`src/rtl/acc_shift_unit.sv`:
```
module acc_shift_unit #(
  parameter int DW = 8
) (
  input  logic          clk,
  input  logic          rst_n,
  input  logic          exec,
  input  logic [7:0]    opcode,
  input  logic [DW-1:0] acc_in,
  input  logic [DW-1:0] idx_in,
  input  logic [DW-1:0] mem_in,
  input  logic [4:0]    ccr_in,
  output logic [DW-1:0] acc_out,
  output logic [DW-1:0] idx_out,
  output logic          known,
  output logic [4:0]    ccr_q
);
  localparam int PW = 2 * DW;
  localparam int HW = DW / 2;
  localparam int VB = 4, HB = 3, NB = 2, ZB = 1, CB = 0;

  typedef enum logic [2:0] {K_NONE, K_NEG, K_LSR, K_LSL, K_ROL, K_ORA, K_NSA, K_MUL} kind_t;

  kind_t         kind;
  logic          use_x;
  logic [DW-1:0] src, res;
  logic [PW-1:0] prod;
  logic [4:0]    nxt;

  always_comb begin
    kind  = K_NONE;
    use_x = 1'b0;
    case (opcode)
      8'h40: kind = K_NEG;
      8'h50: begin kind = K_NEG; use_x = 1'b1; end
      8'h44: kind = K_LSR;
      8'h54: begin kind = K_LSR; use_x = 1'b1; end
      8'h48: kind = K_LSL;
      8'h58: begin kind = K_LSL; use_x = 1'b1; end
      8'h49: kind = K_ROL;
      8'h59: begin kind = K_ROL; use_x = 1'b1; end
      8'hAA: kind = K_ORA;
      8'h62: kind = K_NSA;
      8'h42: kind = K_MUL;
      default: kind = K_NONE;
    endcase
  end

  assign src  = use_x ? idx_in : acc_in;
  assign prod = PW'(idx_in) * PW'(acc_in);

  always_comb begin
    res = src;
    nxt = ccr_in;
    case (kind)
      K_NEG: begin
        res     = '0 - src;
        nxt[CB] = |res;
        nxt[VB] = (src == {1'b1, {(DW-1){1'b0}}});
      end
      K_LSR: begin
        res     = {1'b0, src[DW-1:1]};
        nxt[CB] = src[0];
      end
      K_LSL: begin
        res     = {src[DW-2:0], 1'b0};
        nxt[CB] = src[DW-1];
      end
      K_ROL: begin
        res     = {src[DW-2:0], ccr_in[CB]};
        nxt[CB] = src[DW-1];
      end
      K_ORA: begin
        res     = acc_in | mem_in;
        nxt[VB] = 1'b0;
      end
      K_NSA: res = {src[HW-1:0], src[DW-1:HW]};
      K_MUL: begin
        nxt[HB] = 1'b0;
        nxt[CB] = 1'b0;
      end
      default: ;
    endcase
    if (kind inside {K_NEG, K_LSR, K_LSL, K_ROL, K_ORA}) begin
      nxt[NB] = res[DW-1];
      nxt[ZB] = ~|res;
    end
    if (kind inside {K_LSR, K_LSL, K_ROL})
      nxt[VB] = nxt[NB] ^ nxt[CB];
  end

  assign known   = (kind != K_NONE);
  assign acc_out = (kind == K_MUL) ? prod[DW-1:0] :
                   (known && !use_x) ? res : acc_in;
  assign idx_out = (kind == K_MUL) ? prod[PW-1:DW] :
                   use_x ? res : idx_in;

  always_ff @(posedge clk or negedge rst_n) begin
    if (!rst_n)    ccr_q <= '0;
    else if (exec) ccr_q <= nxt;
  end


  mul_flags_chk: assert property (@(posedge clk) disable iff (!rst_n)
    (exec && opcode == 8'h42) |=> (ccr_q[HB] == 1'b0 && ccr_q[CB] == 1'b0 &&
      ccr_q[VB] == $past(ccr_in[VB]) && ccr_q[NB] == $past(ccr_in[NB]) &&
      ccr_q[ZB] == $past(ccr_in[ZB])));


  nsa_flags_chk: assert property (@(posedge clk) disable iff (!rst_n)
    (exec && opcode == 8'h62) |=> (ccr_q == $past(ccr_in)));


  lsr_n_clear_chk: assert property (@(posedge clk) disable iff (!rst_n)
    (exec && (opcode == 8'h44 || opcode == 8'h54)) |=> !ccr_q[NB]);


  shift_v_chk: assert property (@(posedge clk) disable iff (!rst_n)
    (exec && (opcode == 8'h48 || opcode == 8'h58 || opcode == 8'h49 || opcode == 8'h59))
      |=> (ccr_q[VB] == (ccr_q[NB] ^ ccr_q[CB])));


  zero_flag_chk: assert property (@(posedge clk) disable iff (!rst_n)
    (exec && opcode == 8'hAA) |=> (ccr_q[ZB] == ($past(acc_out) == '0)));


  unknown_pass_chk: assert property (@(posedge clk) disable iff (!rst_n)
    (exec && !known) |=> (ccr_q == $past(ccr_in)));


  hold_chk: assert property (@(posedge clk) disable iff (!rst_n)
    !exec |=> $stable(ccr_q));
endmodule

```
`config.mk`:
```
export PLATFORM = sky130hd
export DESIGN_NAME = acc_shift_unit
export DESIGN_NICKNAME = d
export VERILOG_FILES = /design/src/rtl/acc_shift_unit.sv
export SDC_FILE = /design/constraint.sdc
export NUM_CORES = 1
export LEC_CHECK = 0
export ABC_AREA = 0
export BUFFER_PORTS_ARGS = -buffer_cell sky130_fd_sc_hd__buf_2
export CORE_UTILIZATION = 45
export CTS_CLUSTER_DIAMETER = 50
export DETAILED_ROUTE_END_ITERATION = 7
export PLACE_DENSITY = 0.67
export SLEW_MARGIN = 20
export SYNTH_ARGS = -nofsm -noshare
export SYNTH_HDL_FRONTEND = slang
export SYNTH_SLANG_ARGS = --single-unit
```
`constraint.sdc`:
```
create_clock -name clk -period 4.4 [get_ports clk]
set_clock_uncertainty 0.05 [all_clocks]
set_input_delay 0 -clock clk [delete_from_list [all_inputs] [get_ports clk]]
set_output_delay 0 -clock clk [all_outputs]
set_load 0.01 [all_outputs]
```
**Word level (Yosys, flattened, before mapping)**

Index checks and enable logic that the tools add are counted.

- Eq/ne operators: 19
- Add/sub/neg operators: 1
- Reductions and logical operators: 14
- Bitwise logic cells: 2
- $mul: 1
- Multiplexer cells: 13

Operators by type and width:

| kind | count |
|---|---|
| 8-bit by 7-bit equality test with 1-bit output, second input constant | 10 |
| 8-bit case mux with 6 select lines | 1 |
| 8-bit 2-to-1 mux | 5 |
| 3-bit case mux with 7 select lines | 1 |
| 8-bit equality test, second input constant | 2 |
| 8-bit by 8-bit multiplier with 16-bit output | 1 |
| 8-bit OR reduction | 2 |
| 3-bit equality test, second input constant | 4 |
| 2-bit OR reduction | 5 |
| 8-bit bitwise OR | 1 |
| 1-bit by 8-bit subtractor with 8-bit output, first input constant | 1 |
| 3-bit by 2-bit equality test with 1-bit output, second input constant | 2 |
| 3-bit nonzero test | 2 |
| 5-bit nonzero test | 1 |
| 1-bit case mux with 4 select lines | 1 |
| 4-bit OR reduction | 1 |
| 3-bit by 1-bit equality test with 1-bit output, second input constant | 1 |
| 1-bit 2-to-1 mux | 3 |
| 1-bit zero test | 2 |
| 2-bit 2-to-1 mux | 1 |
| 1-bit case mux with 2 select lines | 1 |
| 1-bit logical AND | 1 |
| 1-bit XOR | 1 |

- Word-level logic and storage cells: 51
- Output and inout port bits: 22
- Input port bits: 40
- Register bits: 5

**Logic depth before layout (Yosys ltp)**

Gate-level depths: netlist (run 1).

- Depth in word-level cells: 11
- Gate-level depth with buffers: 18
- Depth with buffers taken out: 17

**Least setup slack after synthesis (run 1)**

OpenSTA, ideal clock, no wires.

- Path type: input -> output
- From: in acc_in[6]
- To: out idx_out[7]
- Path buffers: 1
- Slack: 0.442 ns
- Data arrival time: 3.908 ns
- Data required time: 4.350 ns
- Cell stages on the path: 16
- Cells stage by stage: clkbuf_1 -> and2_1 -> fa_1 -> fa_1 -> fa_1 -> inv_1 -> fa_1 -> inv_1 -> ha_1 -> or3_1 -> o21ai_0 -> a211o_1 -> a31oi_1 -> xnor2_1 -> nor2_1 -> a31oi_1

- Longest elaborated chain between the ends: 5
- Elaborated cells on any way between the ends: 6

RTL lines:

| item | RTL line | source |
|---|---|---|
| start, declared | 8 | `input logic [DW-1:0] acc_in,` |
| branches (longest 4 deep; another with 8-bit by 8-bit multiplier with 16-bit output) | -- |  |
| 8-bit 2-to-1 mux (*) | 94 | `assign idx_out = (kind == K_MUL) ? prod[PW-1:DW] :` |
| end, declared | 13 | `output logic [DW-1:0] idx_out,` |

Every way passes the cells marked *.

**Worst setup path in the final report (run 1)**

- From: in idx_in[1]
- To: out idx_out[5]

- Longest elaborated chain between the ends: 5
- Elaborated cells on any way between the ends: 6

RTL lines:

| item | RTL line | source |
|---|---|---|
| start, declared | 9 | `input logic [DW-1:0] idx_in,` |
| branches (longest 4 deep; another with 8-bit by 8-bit multiplier with 16-bit output) | -- |  |
| 8-bit 2-to-1 mux (*) | 94 |  |

Marked as above.

==> reports/metrics.yaml, run 1 <==
cts:
  cts_buffers: 3
  cts_root_buffer: "clkbuf_8"
  clkSinkCount: 5
  ctsLongestPathBuffers: 2
  cts-htree-levels: 1
  tritoncts: "built"
  insertion_delay_ps: 220
  clk_transition_reported_paths_ps: 30
power_and_ir_drop:
  pwr-share-clk_pct: 8.4
  p_int_uw: 487
  power_switching_uw: 528
  fin_total_pwr_mw: 1.01
  p_per_area_mw_per_mm2: 245
  power.leakage_nw: 1.99
  combPwrFrac_pct: 86.3
  ir_drop_uv: 166
  switching_share_pct: 52.0
  p_seq_share_pct: 5.3
hold_path:
  hold_depth: 3
  hp-class: "in2reg"
synth:
  synth_fp_nets: 595
  seq_area_frac_synth_pct: 3.42
  synth.avg_cell_area_um2: 7.60
  synthCells: 482
  ys_warn_count: 0
  postSynth.asyncResetShare_pct: 100
  synth_edf_count: 0
  netlist_area_mm2: 0.00366
  synth-main-ff-cell: "dfrtp_1"
  ys_types: 55
  ys_ff_latch: 5
run:
  drv_cap: 0
die:
  dieArea_mm2: 0.00850
  num_rows: 32
  io_pins: 62
  start_util_pct: 46.9
  die_h_um: 92.2
  dieWidth_um: 92.2
  core_area_mm2: 0.00781
worst_setup_path:
  crit_end: "idx_out[5]"
  cp_max_fo: 12
  r2r-end: "ccr_q[1]"
  reg2regPathDepth: 2
  cp-start-kind: "input pin"
  cp-startpoint: "idx_in[1]"
  cp.required_ps: 4350
  r2r_slack_ps: 3550
  critPathArrivalTime_ps: 4140
  endpoint_kind: "output port"
  r2r_start: "ccr_q[1]"
  crit_type: "in2out"
placed_design:
  dp_slack_ps: 128
  post-place-cells: 625
  finalWeightedCongestion: 0.909
  dp_hpwl_um: 8720
  portBuffers: 61
route:
  drtPass1Iterations: 5
  drt_iter0_drc: 273
  vias: 3686
  wl_per_cell_um: 17.2
  remaining_drc_errors: 0
  ant_nets: 0
  routed_wl_um: 10900
  via_per_inst: 5.83
cells_and_area:
  reg.largest.list: "ccr_q: 5 flops"
  drive_gt1_share_pct: 17.0
  largest_reg_flops: 5
  final_nets: 644
  finish.utilization_pct: 53.0
  antenna_cells: 0
  syn_to_final_growth_pct: 12.9
  stdcell_count: 632
  regMostFlops: "ccr_q"
sta:
  setup_ws_ps: 206
  grt_setup_unrepaired: "true"
  layout_min_cycle_time_ps: 4190
  drv_slew: 0
  hold_viol: 0
  relSlewSlack_pct: 27.7
  fin_crit_sh_pct: 95.3
  tightest_slew_ps: 1080
  setup-violations-final: 0
  hold_ws_ps: 46.7
  max_freq_mhz: 238
global_route:
  grt_pass1_wl_um: 17900
  antenna_found_initial: 0
  grt_pass1_vias: 3611
  groute.usage.overall_pct: 26.4
  overflow: 0
  grt_max_degree: 23
run_status:
  outcome: "completed"
==> repair_timing <==
action,4_1_cts,5_1_grt
gates resized for setup,0,8
buffers inserted,0,1
hold buffers,2,0
endpoints found under the hold margin,6,0
endpoints found under the setup margin,0,3
==> cell usage after synthesis, types with 3 or more instances <==
cell type	n	area share [%]
o221ai_1	4	0.96
nor3b_1	4	0.82
xnor2_1	11	2.6
and2_1	52	8.9
a211o_1	3	0.72
nand2_1	50	5.1
o22ai_1	8	1.4
nor2_1	29	3.0
inv_1	58	5.9
nor3_1	8	1.1
clkbuf_1	23	2.4
ha_1	37	13
nand3b_1	3	0.61
and3_1	4	0.68
mux2i_1	19	5.2
dfrtp_1	5	3.4
fa_1	36	20
o31ai_1	4	0.82
a31oi_1	5	0.85
a21oi_1	14	1.9
o211ai_1	11	2.3
o21ai_0	20	2.7
a211oi_1	4	0.82
nand4_1	6	1.0
buf_1	3	0.31
xor2_1	4	0.96
mux2_2	4	1.2
nand3_1	15	2.0
==> critical path: stages <==
cell and delay [ps]:
buf_2 180, and2_1 200, fa_1 520, fa_1 540, fa_1 550, inv_1 50, fa_1 520, inv_1 60
ha_4 250, or3_1 300, o21ai_0 110, a211o_1 180, buf_4 120, a31oi_1 60, nand3b_1 160, o211ai_1 160
buf_2 180
==> cells by family after synthesis <==
| logic type | share of synthesized area, % |
|---|---|
| and+or+nand+nor | 27.7 |
| AOI/OAI and AO/OA | 16.8 |
| buffers and inverters | 8.92 |
| adders and majority gates | 32.3 |
| muxes | 7.17 |
| xor gates and xnor gates | 3.59 |
| DFF | 3.42 |
==> how the worst min path moves through the flow <==
stage,start,to,slack [ps]
after floorplan,rst_n,ccr_q[0],-350
after global placement,rst_n,ccr_q[0],-230
after detailed placement,rst_n,ccr_q[3],-220
after CTS,ccr_in[2],ccr_q[2],40
after global routing,ccr_in[2],ccr_q[2],50
final,ccr_in[2],ccr_q[2],50
==> metal layers <==
| metal | vias up | part of all wire (%) | track usage, % |
|---|---|---|---|
| met2 | 137 | 47 | 43.5 |
| met1 | 1786 | 46 | 37.1 |
| met3 | 18 | 4.9 | 1.82 |
| li1 | 1745 | - | - |
| met4 | 0 | 2.0 | 7.29 |
| met5 | - | 0 | 0 |
==> stage by stage <==
stage	instance area (um2)	TNS, ps
after floorplan	3660	0
after global placement	4040	0
after detailed placement	4040	0
after CTS	4100	0
after global routing	4140	-17.2
final	4140	0
==> cell usage in the layout (no fill, tap or decap), drive strengths merged, types with 11 or more instances in the layout <==
cell type	n
nor2	29
inv	58
a21oi	14
fa	36
buf	65
nand3	15
o21ai	22
and2	53
mux2i	21
nand2	50
xnor2	11
ha	37
o211ai	11
==> power by group through the flow <==
stage          Clock, mW  Combinational, mW  Sequential, mW
3_3_place_gp           0              0.825          0.0537
2_1_floorplan          0              0.621          0.0559
4_1_cts           0.0870              0.851          0.0538
3_5_place_dp           0              0.842          0.0540
5_1_grt           0.0905              0.997          0.0540
6_report          0.0856              0.875          0.0537
==> area by class of cell <==
type	count	area, um2
Fill cell	761	3670
Multi-Input combinational cell	392	3230
Inverter	58	218
Sequential cell	5	125
Timing Repair Buffer	71	395
Tap cell	102	128
Clock buffer	4	45.0
Note: power is estimated with default switching activity, not from simulation.
==> run 2, diff against run 1 <==
Settings changed: BUFFER_PORTS_ARGS -buffer_cell sky130_fd_sc_hd__buf_2 to unset, CORE_UTILIZATION 45 to 46, DONT_BUFFER_PORTS set to 1, PLACE_DENSITY 0.67 to 0.62.
==> run 2 against run 1 <==
Effect of this change:
- maximum frequency up 3.7%
- clock-buffer cell count unchanged
- highest routed layer unchanged
- register-to-register slack worse by 40 ps
- die area down 2.1%
- flip-flop and latch count unchanged
- critical path type unchanged
- clock power up 0.8%
- sequential power up 5.0%
- sequential share of layout area up 0.29 points
- core utilization down 4.1 points
==> reports/metrics.yaml, run 2 (synthesis gave the netlist of run 1 again) <==
global_route:
  groute.usage.overall_pct: 26.7  # +0.24 points
  grt_use_met1_pct: 38.6  # +1.5 points
  overflow: 0  # unchanged
  use_met3_pct: 3.02  # +1.2 points
  busiest_layer: "met2"
  grt_pass1_vias: 3460  # -4.2%
  antenna_found_initial: 0  # unchanged
  grtUsageMet2_pct: 42.4  # -1.1 points
  grt_pass1_wl_um: 17600  # -1.8%
  grt_max_degree: 23  # unchanged
route:
  routed_wl_um: 10600  # -2.1%
  via_per_inst: 5.98  # +2.5%
  drtPass1Iterations: 4  # -1
  remaining_drc_errors: 0  # unchanged
  drt_iter0_drc: 252  # -7.7%
  ant_nets: 0  # unchanged
  vias: 3384  # -8.2%
  wl_per_cell_um: 18.8  # +9.3%
worst_setup_path:
  cp_slowest_cell: "fa_1"
  cp_num_buf_inv: 3  # -2
  critical_path.top_delay_family: "adder cells"
  cp_max_fo: 12  # unchanged
  endpoint_kind: "output port"
  cp-start-kind: "input pin"
  crit_top_cell: "fa_1"
  crit_type: "in2out"
  cp.required_ps: 4350  # about the same
  path_cells: "and2_1 > fa_1 > fa_1 > inv_1 > fa_1 > fa_1 > inv_1 > ha_1 > inv_1 > o21ba_2 > o21ai_0 > a21oi_1 > a21oi_1 > xnor2_1 > o21ai_1"
  critPathArrivalTime_ps: 3990  # -150 ps
  max_stage_delay_ps: 540  # about the same
placed_design:
  dp_slack_ps: 348  # +219 ps
  finalWeightedCongestion: 0.900  # -0.97%
  portBuffers: 0  # -100%
  dp_hpwl_um: 8340  # -4.4%
cells_and_area:
  final_cell_mix: "inv_1, and2_1, nand2_1, ha_1, fa_1"
  reg.largest.list: "ccr_q: 5 flops"
  largest_reg_flops: 5  # unchanged
  regArea_um2: 125  # unchanged
  regMostFlops: "ccr_q"
  drive_gt1_share_pct: 4.31  # -13 points
  fillers: 808  # +6.2%
  syn_to_final_growth_pct: 3.04
  final_common_cell: "inv_1"
  finish.utilization_pct: 48.8  # -4.1 points
  multi_input_area_mm2: 0.00321  # -0.47%
  final_nets: 578  # -10%
  antenna_cells: 0  # unchanged
power_and_ir_drop:
  ir_drop_uv: 120  # -28%
  switching_share_pct: 51.4  # -0.66 points
  power.leakage_nw: 1.72  # -14%
  p_seq_share_pct: 6.2  # +0.9 points
  p_per_area_mw_per_mm2: 242  # -1.5%
  power_switching_uw: 469  # -11%
  combPwrFrac_pct: 84.4  # -1.9 points
  pwr-share-clk_pct: 9.5  # +1.1 points
  p_int_uw: 444  # -8.9%
die:
  core_area_mm2: 0.00773  # -1.0%
  dieWidth_um: 91.2  # -1.1%
  dieArea_mm2: 0.00832  # -2.1%
  io_pins: 62  # unchanged
  die_h_um: 91.2  # -1.1%
  num_rows: 32  # unchanged
  start_util_pct: 47.4  # +0.49 points
run:
  drv_cap: 0  # unchanged
sta:
  drv_slew: 0  # unchanged
  hold_viol: 0  # unchanged
  setup_ws_ps: 357  # +151 ps
  layout_min_cycle_time_ps: 4040  # -151 ps
  finalSetupTns_ps: 0  # unchanged
  tightest_slew_ps: 1060  # -22.0 ps
  setup-violations-final: 0  # unchanged
  fin_crit_sh_pct: 91.9  # -3.4 points
  relSlewSlack_pct: 28.9  # +1.2 points
  grt_setup_unrepaired: "false"
  max_freq_mhz: 247  # +3.7%
cts:
  clk_transition_reported_paths_ps: 40  # about the same
  cts_setup_buffers: 0  # unchanged
  insertion_delay_ps: 220  # about the same
  ctsLongestPathBuffers: 2  # unchanged
  cts_buffers: 3  # unchanged
  clkSinkCount: 5  # unchanged
  cts-htree-levels: 1  # unchanged
  cts_root_buffer: "clkbuf_8"
  cts_resized: 0  # unchanged
  tritoncts: "built"
run_status:
  outcome: "completed"
hold_path:
  hp-class: "in2reg"
run 2: cell types whose count changed in the layout (fill, tap and decap cells not counted), moves of 2 or more:
cell           change
clkbuf_4           -4
buf_2             -57
buf_4              -7
o21ai_1            -2
dlygate4sd3_1      +2
o21ai_0            +2
run 2: worst register-to-register path, cell delays in order (launching register included):
cell and delay [ps]:
dfrtp_1 410, o21ai_0 210, o31ai_2 90
run 2: worst paths after layout:
path / from / endpoint / slack [ps] / cells past startpoint
setup / recovery: idx_in[1] / idx_out[6] / 360 / 15
hold / removal: ccr_in[1] / ccr_q[1] / 2 / 4
setup reg to reg: ccr_q[1] / ccr_q[1] / 3510 / 2
hold reg to reg: ccr_q[2] / ccr_q[2] / 520 / 2
max in group asynchronous: rst_n / ccr_q[4] / 4080 / 1
min in group asynchronous: rst_n / ccr_q[0] / 20 / 1
run 2: layer usage:
layer	wire, um	part of all wire (%)	vias up
li1	-	-	1601
met5	0	0	-
met2	4760	45	127
met1	4920	46	1642
met4	192	1.8	0
met3	750	7.1	14
run 2: final cells by class:
cell class | instances | area share, %
clock buffer | 4 | 1.19
inverter | 58 | 5.77
tap | 102 | 3.38
timing repair buffer | 5 | 1.26
sequential | 5 | 3.32
multi-input combinational | 392 | 85.1
run 2: what timing repair did:
item,CTS,global route
hold buffers,4,0
endpoints found under the hold margin,10,0
endpoints found under the setup margin,0,0
run 2: stage by stage:
step | power (mW) | std cells | instance area [um2] | hold slack [ps]
CTS | 0.917 | 566 | 3770 | 7.32
detailed placement | 0.818 | 558 | 3690 | -346
global route | 1.03 | 566 | 3770 | 17.3
global placement | 0.807 | 558 | 3690 | -346
floorplan | 0.677 | 482 | 3660 | -346
finish | 0.912 | 566 | 3770 | 2.21
run 2: power by group through the flow:
stage	Clock [mW]	Sequential, mW	Combinational, mW
6_report	0.0863	0.0564	0.770
5_1_grt	0.0934	0.0568	0.877
4_1_cts	0.0870	0.0564	0.774
3_5_place_dp	0	0.0569	0.761
3_3_place_gp	0	0.0568	0.751
2_1_floorplan	0	0.0559	0.621
==> run 3, diff against run 2 <==
Settings changed: ABC_AREA 0 to unset, CORE_MARGIN set to 10, PLACE_DENSITY 0.62 to unset.
==> run 3 against run 2 <==
Effect of this change:
- register-to-register slack hardly changed
- worst setup slack improved by 70 ps
- critical path type unchanged
- sequential power about the same
- global-route usage down 8.4 points
- largest cell class unchanged
- clock power is 4.2% lower
- total power fell by 1.6%
- non-clock buffer count grew 3
==> reports/metrics.yaml, run 3 (synthesis gave the netlist of run 1 again) <==
worst_setup_path:
  critPathArrivalTime_ps: 3920  # -70 ps
  path_cells: "and2_1 > fa_1 > fa_1 > fa_1 > inv_1 > fa_1 > inv_1 > ha_1 > or3_1 > o21ai_0 > a211o_1 > a31oi_1 > xnor2_1 > nor2_1 > a31oi_1"
  reg2regPathDepth: 2  # unchanged
  endpoint_kind: "output port"
  crit_top_cell: "fa_1"
  r2r_slack_ps: 3500  # about the same
  r2r_start: "ccr_q[1]"
  r2r-end: "ccr_q[1]"
  cp.required_ps: 4350  # about the same
  max_stage_delay_ps: 540  # about the same
  cp_max_fo: 12  # unchanged
  cp-start-kind: "input pin"
  cp_slowest_cell: "fa_1"
  crit_type: "in2out"
route:
  wl_per_cell_um: 19.3  # +3.1%
  vias: 3373  # -0.33%
  via_per_inst: 5.93  # -0.85%
  routed_wl_um: 11000  # +3.6%
  ant_nets: 0  # unchanged
  drtPass1Iterations: 4  # unchanged
  remaining_drc_errors: 0  # unchanged
  drt_iter0_drc: 242  # -4.0%
cells_and_area:
  stdcell_count: 569  # +0.53%
  final_cell_mix: "inv_1, and2_1, nand2_1, ha_1, fa_1"
  final_common_cell: "inv_1"
  drive_gt1_share_pct: 4.93  # +0.61 points
  fillers: 789  # -2.4%
  antenna_cells: 0  # unchanged
  largest_reg_flops: 5  # unchanged
  reg.largest.list: "ccr_q: 5 flops"
  regMostFlops: "ccr_q"
  final_nets: 581  # +0.52%
  syn_to_final_growth_pct: 3.66
sta:
  grt_setup_unrepaired: "false"
  drv_slew: 0  # unchanged
  setup-violations-final: 0  # unchanged
  max_freq_mhz: 252  # +1.8%
  layout_min_cycle_time_ps: 3970  # -70.3 ps
  finalSetupTns_ps: 0  # unchanged
  hold_viol: 0  # unchanged
  fin_crit_sh_pct: 90.3  # -1.6 points
  tightest_slew_ps: 983  # -79.1 ps
  setup_ws_ps: 427  # +70.3 ps
  relSlewSlack_pct: 34.2  # +5.3 points
placed_design:
  portBuffers: 0  # unchanged
  finalWeightedCongestion: 0.917  # +1.8%
  dp_hpwl_um: 8730  # +4.8%
  post-place-cells: 561  # +0.54%
  dp_slack_ps: 414  # +66.5 ps
hold_path:
  hold_depth: 4  # unchanged
  hp-class: "in2reg"
  min_to: "ccr_q[1]"
  hp-start: "ccr_in[1]"
cts:
  cts_buffers: 3  # unchanged
  clkSinkCount: 5  # unchanged
  insertion_delay_ps: 220  # about the same
  cts_resized: 0  # unchanged
  ctsLongestPathBuffers: 2  # unchanged
  tritoncts: "built"
  cts-htree-levels: 1  # unchanged
  clk_transition_reported_paths_ps: 30  # about the same
  cts_root_buffer: "clkbuf_8"
run:
  drv_cap: 0  # unchanged
die:
  core_area_mm2: 0.00773  # unchanged
  start_util_pct: 47.4  # unchanged
  die_h_um: 109  # +20%
  io_pins: 62  # unchanged
  dieWidth_um: 109  # +20%
  dieArea_mm2: 0.0119  # +43%
  num_rows: 32  # unchanged
power_and_ir_drop:
  power.leakage_nw: 1.74  # +0.87%
  p_per_area_mw_per_mm2: 236  # -2.2%
  ir_drop_uv: 178  # +48%
global_route:
  groute.usage.overall_pct: 18.2  # -8.4 points
  grt_max_degree: 23  # unchanged
  grt_pass1_wl_um: 17600  # +0.43%
  overflow: 0  # unchanged
  grt_pass1_vias: 3322  # -4.0%
  antenna_found_initial: 0  # unchanged
run_status:
  outcome: "completed"
==> run 3: final cells by class <==
type	instances	area [um2]	area share, %
clock buffers	4	45.0	1.19
inverters	58	218	5.74
multi-input cells	392	3210	84.6
flip-flops and latches	5	125	3.30
well taps	102	128	3.36
repair buffers	8	70.1	1.85
==> run 3: stage by stage <==
stage	util [%]	area (um2)	power, mW	hold WS [ps]
final	49.1	3800	0.897	10.6
after global routing	49.1	3800	1.01	46.0
after CTS	49.1	3800	0.911	6.36
after detailed placement	48.0	3710	0.811	-345
after global placement	48.0	3710	0.803	-345
after floorplan	-	3660	0.677	-346
==> run 3: report_power, final <==
group | internal, mW | total, mW | switching (mW)
clock | 0.0620 | 0.0827 | 0.0207
combinational | 0.330 | 0.758 | 0.428
sequential | 0.0509 | 0.0567 | 0.00579
total | 0.443 | 0.897 | 0.454
==> run 3: worst max-delay path: cells and delay by family <==
family	cells	cell delay, ps
buffers and inverters	2	90
and+or+nand+nor	3	530
AOI/OAI and AO/OA	4	690
adders and majority gates	5	2440
xor gates and xnor gates	1	170
==> run 3: how the worst max path moves through the flow <==
stage	startpoint	endpoint	slack, ps
floorplan	acc_in[6]	idx_out[7]	440
global placement	idx_in[1]	idx_out[7]	460
detailed placement	idx_in[1]	idx_out[7]	410
CTS	idx_in[1]	idx_out[7]	410
global route	idx_in[1]	idx_out[7]	230
finish	idx_in[1]	idx_out[7]	430
==> run 3: layer usage <==
layer | wire length [um] | vias to the layer above | global-route usage (%) | share of wire [%]
met5 | 0 | - | 0 | 0
met4 | 176 | 0 | 3.72 | 1.6
met2 | 5130 | 121 | 29.4 | 47
met3 | 896 | 12 | 3.89 | 8.1
met1 | 4800 | 1622 | 24.5 | 44
li1 | - | 1618 | - | -
==> run 3: repair_timing <==
item / 4_1_cts / 5_1_grt
hold buffers: 4 / 0
setup buffers: 0 / 0
endpoints found under the hold margin: 10 / 0
